## src/rtl/store_queue.sv

```systemverilog
module store_queue #(
  parameter int DEPTH  = 8,
  parameter int SEQ_W  = 8,
  parameter int ADDR_W = 32,
  parameter int SIZE_W = 4,
  parameter int DATA_W = 64,
  localparam int IW = $clog2(DEPTH),
  localparam int CW = $clog2(DEPTH + 1)
) (
  input  logic                    clk,
  input  logic                    rst_n,
  input  logic                    alloc_valid,
  input  logic [SEQ_W-1:0]        alloc_seq,
  output logic                    alloc_accept,
  output logic [IW-1:0]           alloc_idx,
  input  logic                    exec_valid,
  input  logic [IW-1:0]           exec_idx,
  input  logic [ADDR_W-1:0]       exec_addr,
  input  logic [SIZE_W-1:0]       exec_size,
  input  logic [DATA_W-1:0]       exec_data,
  input  logic                    commit_valid,
  input  logic [SEQ_W-1:0]        commit_seq,
  input  logic                    squash_valid,
  input  logic [SEQ_W-1:0]        squash_seq,
  output logic                    wb_valid,
  output logic [ADDR_W-1:0]       wb_addr,
  output logic [SIZE_W-1:0]       wb_size,
  output logic [DATA_W-1:0]       wb_data,
  input  logic                    wb_ack,
  output logic                    full,
  output logic                    empty,
  output logic [CW-1:0]           count,
  output logic                    overflow_err,
  output logic [IW-1:0]           head_idx,
  output logic [DEPTH-1:0]        ent_valid,
  output logic [DEPTH-1:0]        ent_committed,
  output logic [DEPTH*SEQ_W-1:0]  ent_seq,
  output logic [DEPTH*ADDR_W-1:0] ent_addr,
  output logic [DEPTH*SIZE_W-1:0] ent_size,
  output logic [DEPTH*DATA_W-1:0] ent_data
);

  logic [DEPTH-1:0]  occ_q, canwb_q, cmt_q, done_q, keep;
  logic [SEQ_W-1:0]  seq_q  [DEPTH];
  logic [ADDR_W-1:0] addr_q [DEPTH];
  logic [SIZE_W-1:0] size_q [DEPTH];
  logic [DATA_W-1:0] data_q [DEPTH];
  logic [IW-1:0]     head_q, tail_q, head_nx, tail_nx, tail_sq;
  logic [CW-1:0]     cnt_q, survivors;
  logic [IW:0]       tail_sum;
  logic              retire, ovf_q;

  function automatic logic [IW-1:0] bump(input logic [IW-1:0] p);
    return (p == IW'(DEPTH - 1)) ? '0 : p + 1'b1;
  endfunction

  assign full         = cnt_q >= CW'(DEPTH - 1);
  assign empty        = cnt_q == '0;
  assign count        = cnt_q;
  assign overflow_err = ovf_q;
  assign head_idx     = head_q;
  assign alloc_idx    = tail_q;
  assign alloc_accept = alloc_valid && !full && !squash_valid;
  assign retire       = occ_q[head_q] && done_q[head_q];

  assign wb_valid = occ_q[head_q] && canwb_q[head_q] && !done_q[head_q];
  assign wb_addr  = addr_q[head_q];
  assign wb_size  = size_q[head_q];
  assign wb_data  = data_q[head_q];

  always_comb begin
    survivors = '0;
    for (int i = 0; i < DEPTH; i++) begin
      keep[i] = occ_q[i] && !(squash_valid && (seq_q[i] > squash_seq));
      survivors = survivors + CW'(keep[i]);
    end
    tail_sum = {1'b0, head_q} + (IW + 1)'(survivors);
    tail_sq  = (tail_sum >= (IW + 1)'(DEPTH)) ? IW'(tail_sum - (IW + 1)'(DEPTH)) : tail_sum[IW-1:0];
    head_nx  = retire ? bump(head_q) : head_q;
    tail_nx  = squash_valid ? tail_sq : (alloc_accept ? bump(tail_q) : tail_q);
  end

  always_ff @(posedge clk) begin
    if (!rst_n) begin
      occ_q   <= '0;
      canwb_q <= '0;
      cmt_q   <= '0;
      done_q  <= '0;
      head_q  <= '0;
      tail_q  <= '0;
      cnt_q   <= '0;
      ovf_q   <= 1'b0;
      for (int i = 0; i < DEPTH; i++) begin
        seq_q[i]  <= '0;
        addr_q[i] <= '0;
        size_q[i] <= '0;
        data_q[i] <= '0;
      end
    end else begin
      for (int i = 0; i < DEPTH; i++) begin
        if (!keep[i]) occ_q[i] <= 1'b0;
        if (commit_valid && occ_q[i] && (seq_q[i] < commit_seq)) begin
          canwb_q[i] <= 1'b1;
          cmt_q[i]   <= 1'b1;
        end
        if (exec_valid && (exec_idx == IW'(i)) && keep[i]) begin
          addr_q[i] <= exec_addr;
          size_q[i] <= exec_size;
          data_q[i] <= exec_data;
        end
        if (wb_valid && wb_ack && (head_q == IW'(i))) done_q[i] <= 1'b1;
      end
      if (retire) occ_q[head_q] <= 1'b0;
      if (alloc_accept) begin
        occ_q[tail_q]   <= 1'b1;
        canwb_q[tail_q] <= 1'b0;
        cmt_q[tail_q]   <= 1'b0;
        done_q[tail_q]  <= 1'b0;
        seq_q[tail_q]   <= alloc_seq;
        size_q[tail_q]  <= '0;
      end
      head_q <= head_nx;
      tail_q <= tail_nx;
      if (squash_valid)
        cnt_q <= survivors - CW'(retire);
      else
        cnt_q <= cnt_q + CW'(alloc_accept) - CW'(retire);
      if (alloc_valid && full) ovf_q <= 1'b1;
    end
  end

  for (genvar g = 0; g < DEPTH; g++) begin : g_export
    assign ent_valid[g]                      = occ_q[g];
    assign ent_committed[g]                  = cmt_q[g];
    assign ent_seq [g*SEQ_W  +: SEQ_W]       = seq_q[g];
    assign ent_addr[g*ADDR_W +: ADDR_W]      = addr_q[g];
    assign ent_size[g*SIZE_W +: SIZE_W]      = size_q[g];
    assign ent_data[g*DATA_W +: DATA_W]      = data_q[g];
  end

  assert_count_bound_R2: assert property (@(posedge clk) disable iff (!rst_n)
    cnt_q <= CW'(DEPTH - 1));

  assert_overflow_set_R2: assert property (@(posedge clk) disable iff (!rst_n)
    alloc_valid && full |=> ovf_q);

  assert_overflow_sticky_R2: assert property (@(posedge clk) disable iff (!rst_n)
    ovf_q |=> ovf_q);

  assert_offer_drops_R7: assert property (@(posedge clk) disable iff (!rst_n)
    wb_valid && wb_ack |=> !wb_valid);

  assert_offer_holds_R6: assert property (@(posedge clk) disable iff (!rst_n)
    wb_valid && !wb_ack && !squash_valid |=> wb_valid && $stable(head_q));

  assert_empty_quiet_R6: assert property (@(posedge clk) disable iff (!rst_n)
    empty |-> !wb_valid);

  assert_squash_no_alloc_R8: assert property (@(posedge clk) disable iff (!rst_n)
    squash_valid |=> $stable(tail_q) || (cnt_q <= $past(cnt_q)));

endmodule

```

## config.mk

```make
export PLATFORM = sky130hd
export DESIGN_NAME = store_queue
export DESIGN_NICKNAME = d
export VERILOG_FILES = /design/src/rtl/store_queue.sv
export SDC_FILE = /design/constraint.sdc
export NUM_CORES = 1
export LEC_CHECK = 0
export BUFFER_PORTS_ARGS = -buffer_cell sky130_fd_sc_hd__buf_2
export CAP_MARGIN = 20
export CORE_AREA = 3 3 434 436
export CTS_CLUSTER_SIZE = 20
export DETAILED_ROUTE_END_ITERATION = 12
export DIE_AREA = 0 0 437 439
export GPL_TIMING_DRIVEN = 0
export HOLD_SLACK_MARGIN = 0.06
export MAX_ROUTING_LAYER = met4
export PLACE_DENSITY_LB_ADDON = 0.12
export SYNTH_ARGS = -nofsm -noshare
export SYNTH_HDL_FRONTEND = slang
export SYNTH_SLANG_ARGS = --single-unit
```

## constraint.sdc

```tcl
create_clock -name clk -period 9.25 [get_ports clk]
set_input_delay 0.925 -clock clk [delete_from_list [all_inputs] [get_ports clk]]
set_output_delay 0.925 -clock clk [all_outputs]
set_load 0.01 [all_outputs]
```

==> results.py <==
metrics = {
    "routing": {
        "drc": 0,
        "wl_met1_um": 90700,
        "drt-initial-drc-count": 2397,
        "highest_layer": "met4",
        "post_drt_wl_per_cell_um": 33.3,
        "drt_first_pass_iters": 5,
        "met3WireLength_um": 14100,
        "num_vias": 30700,
        "wirelength_um": 224000,
        "vias_per_cell": 4.56,
        "met2_length_um": 112000,
        "drtAntennaViolNets": 0,
    },
    "logic_synthesis": {
        "synth_cell_types": 58,
        "synth_area_mm2": 0.0411,
        "synth_top_cell_area_share": 0.609,
        "yosys_warnings": 0,
        "syn_inst": 2876,
        "synth_nets": 3156,
        "synth.largest_area_cell": "edfxtp_1",
        "synth_edf_count": 832,
        "ys_ff_latch": 910,
        "yosysMostFrequentCell": "edfxtp_1",
        "synth_common_cells": "edfxtp_1 (832), nor2_1 (629), mux4_2 (201), inv_1 (169), nand2_1 (163)",
        "synthArstFlopShare": 0,
        "yosysSeqAreaShare": 0.647,
        "synth_area_per_cell_um2": 14.3,
        "synth_ff_type": "edfxtp_1",
        "synthTopCellsByArea": "edfxtp_1 (61%), mux4_2 (11%), nor2_1 (5.8%), ha_1 (4.3%), dfxtp_1 (3.8%)",
    },
    "layout": {
        "finalCoreUtilization": 0.293,
        "syn_to_final_growth_pct": 31.9,
        "drive_gt1_frac": 0.400,
        "nNetsFinal": 4430,
    },
    "timing": {
        "fin_crit_sh": 0.584,
        "worstMarginPinSlew_ps": 1220,
        "fin_crit_ps": 5400,
        "holdWs_ps": 464,
        "rsz0062_at_grt": "false",
        "hold_viol_final": 0,
        "fmax_mhz": 185,
        "slew_headroom": 0.190,
        "maxSlewViolCount": 0,
        "fin_ws_ps": 3850,
        "setup_viol": 0,
        "clock_skew_ps": 39.6,
    },
    "die": {
        "die_h_um": 439,
        "die_w_um": 437,
        "die_area_mm2": 0.192,
        "coreArea_mm2": 0.185,
        "num_io_pins": 1129,
        "start_util": 0.222,
        "rows": 158,
    },
    "power_and_ir_drop": {
        "seq_power_share": 0.480,
        "p_sw_w": 0.00261,
        "p_leak_nw": 22.3,
        "pwr-share-comb": 0.091,
        "powerDensity_mw_per_mm2": 184,
        "p_total_w": 0.00997,
        "swShare": 0.262,
        "p_clk_frac": 0.429,
        "power.internal_w": 0.00736,
        "ir_drop_mv": 0.153,
    },
    "setup_path": {
        "crit_path_end_kind": "register",
        "cp.arrival_ps": 6060,
        "path_class": "input pin to register",
        "critical_path.max_fanout": 8,
        "required_ps": 9900,
        "start_kind": "input pin",
    },
    "clock_network": {
        "hold_buffers": 0,
        "cts-root-buf": "clkbuf_16",
        "tritoncts": "built",
        "h-tree-depth": 3,
        "cts_sinks": 910,
        "cts_buffers": 111,
        "cts_setup_buffers": 0,
        "clkTransAtPathRegs_ps": 50,
        "cts_buffer_depth": 3,
        "cts_resized": 0,
        "insertion_delay_ps": 760,
    },
    "place": {
        "port_buffers": 1121,
        "pre_cts_ws_ps": 2950,
        "gp_congestion": 0.887,
        "dpl.hpwl_um": 177000,
    },
    "grt": {
        "track_usage": 0.233,
        "grt_pass1_vias": 31000,
        "gr-total-overflow": 0,
        "antenna_found_initial": 26,
        "grt_pass1_wl_um": 295000,
        "grt_max_degree": 47,
    },
    "outcome": {
        "status": "finished clean",
    },
    "worst_hold_path": {
        "min_path_type": "input pin to register",
    },
    "run": {
        "drv_cap": 0,
    },
}
-- power groups by stage --
stage | clock network, W | registers (W) | logic [W]
global placement | 0 | 0.00492 | 0.000892
global route | 0.00454 | 0.00480 | 0.000974
floorplan | 0 | 0.00492 | 0.000300
detailed placement | 0 | 0.00487 | 0.000933
CTS | 0.00439 | 0.00478 | 0.000936
finish | 0.00428 | 0.00478 | 0.000912
-- sequential cells by signal (all words and copies together) (netlist names), named ones only --
register,count
ent_valid,8
seq_q,64
data_q,512
addr_q,256
size_q,32
alloc_idx,3
head_idx,3
overflow_err,1
canwb_q,8
done_q,8
count,4
ent_committed,8
-- final cells by class --
type | instances | area (um2)
antenna | 11 | 27.5
inverter | 169 | 634
tap | 2480 | 3100
fill | 19300 | 131000
clock buffer | 146 | 2990
buffer | 157 | 673
multi-input combinational | 1640 | 13300
sequential | 910 | 26500
clock inverter | 60 | 463
timing repair buffer | 1161 | 6440
-- placed cells by master (no fill, tap or decap), types with 6 or more instances in the layout --
master	count
o21a_1	7
buf_12	10
nand2_1	157
clkinv_2	19
buf_16	15
ha_1	140
edfxtp_1	832
clkinv_1	27
buf_1	18
nor2b_1	9
a21o_1	41
mux4_2	201
nand4_1	9
mux2_2	101
dfxtp_1	78
nand2_4	6
a21oi_1	45
clkbuf_2	6
nand2b_1	13
o211ai_1	8
mux2i_1	28
nor2_1	629
clkbuf_16	114
buf_2	1176
buf_8	13
fa_1	6
clkbuf_1	107
and2_1	66
diode_2	11
a41oi_1	6
nand3_1	42
inv_1	169
a31oi_1	18
o31ai_1	6
o21ai_0	38
-- kinds of logic (layout without fill, tap and decap cells) --
group / Yosys count / count (layout) / share of synthesized area
other: 0 / 11 / 0
multiplexers: 330 / 330 / 0.145
buffers and inverters: 326 / 1693 / 0.0316
XOR/XNOR: 7 / 7 / 0.00149
AND/OR/NAND/NOR: 951 / 951 / 0.0964
AO/OA/AOI/OAI: 206 / 206 / 0.0336
adder cells (fa/ha/maj): 146 / 146 / 0.0456
flip-flops: 910 / 910 / 0.647
-- routing by layer --
layer,vias to the layer above,track usage
li1,13200,-
met1,16100,0.282
met2,1254,0.394
met3,218,0.0444
met4,0,0.0728
met5,-,-
-- path summary, 6_finish.rpt --
path	end	startpoint	depth (start not counted)	slack, ps
hold / removal	overflow_err$_SDFFE_PN0P_	alloc_valid	3	460
setup / recovery	alloc_idx[2]$_SDFFE_PN0P_	squash_seq[4]	19	3850
setup reg to reg	alloc_idx[2]$_SDFFE_PN0P_	seq_q[0][4]$_SDFFCE_PN0P_	17	3920
hold reg to reg	done_q[0]$_SDFF_PN0_	done_q[0]$_SDFF_PN0_	2	480
-- worst max-delay path, stage by stage --
cell       delay, ps
buf_2            100
inv_1            330
ha_1             250
nand3_1          100
o21bai_1         170
a31oi_1          170
a2bb2oi_1        540
fa_1             550
fa_1             530
fa_1             570
inv_1             50
ha_1             220
fa_1             480
inv_1             90
fa_1             410
xnor2_1          180
xnor2_1          150
nand2_1           80
o211a_1          140
-- through the flow --
step / setup TNS (ps) / instances / cell area [um2]
after global routing: 0 / 6732 / 54200
after CTS: 0 / 6723 / 54100
after floorplan: 0 / 2876 / 41100
final: 0 / 6734 / 54200
after global placement: -1605970 / 6477 / 49800
after detailed placement: 0 / 6517 / 50700
Note: power is estimated with default switching activity, not from simulation.
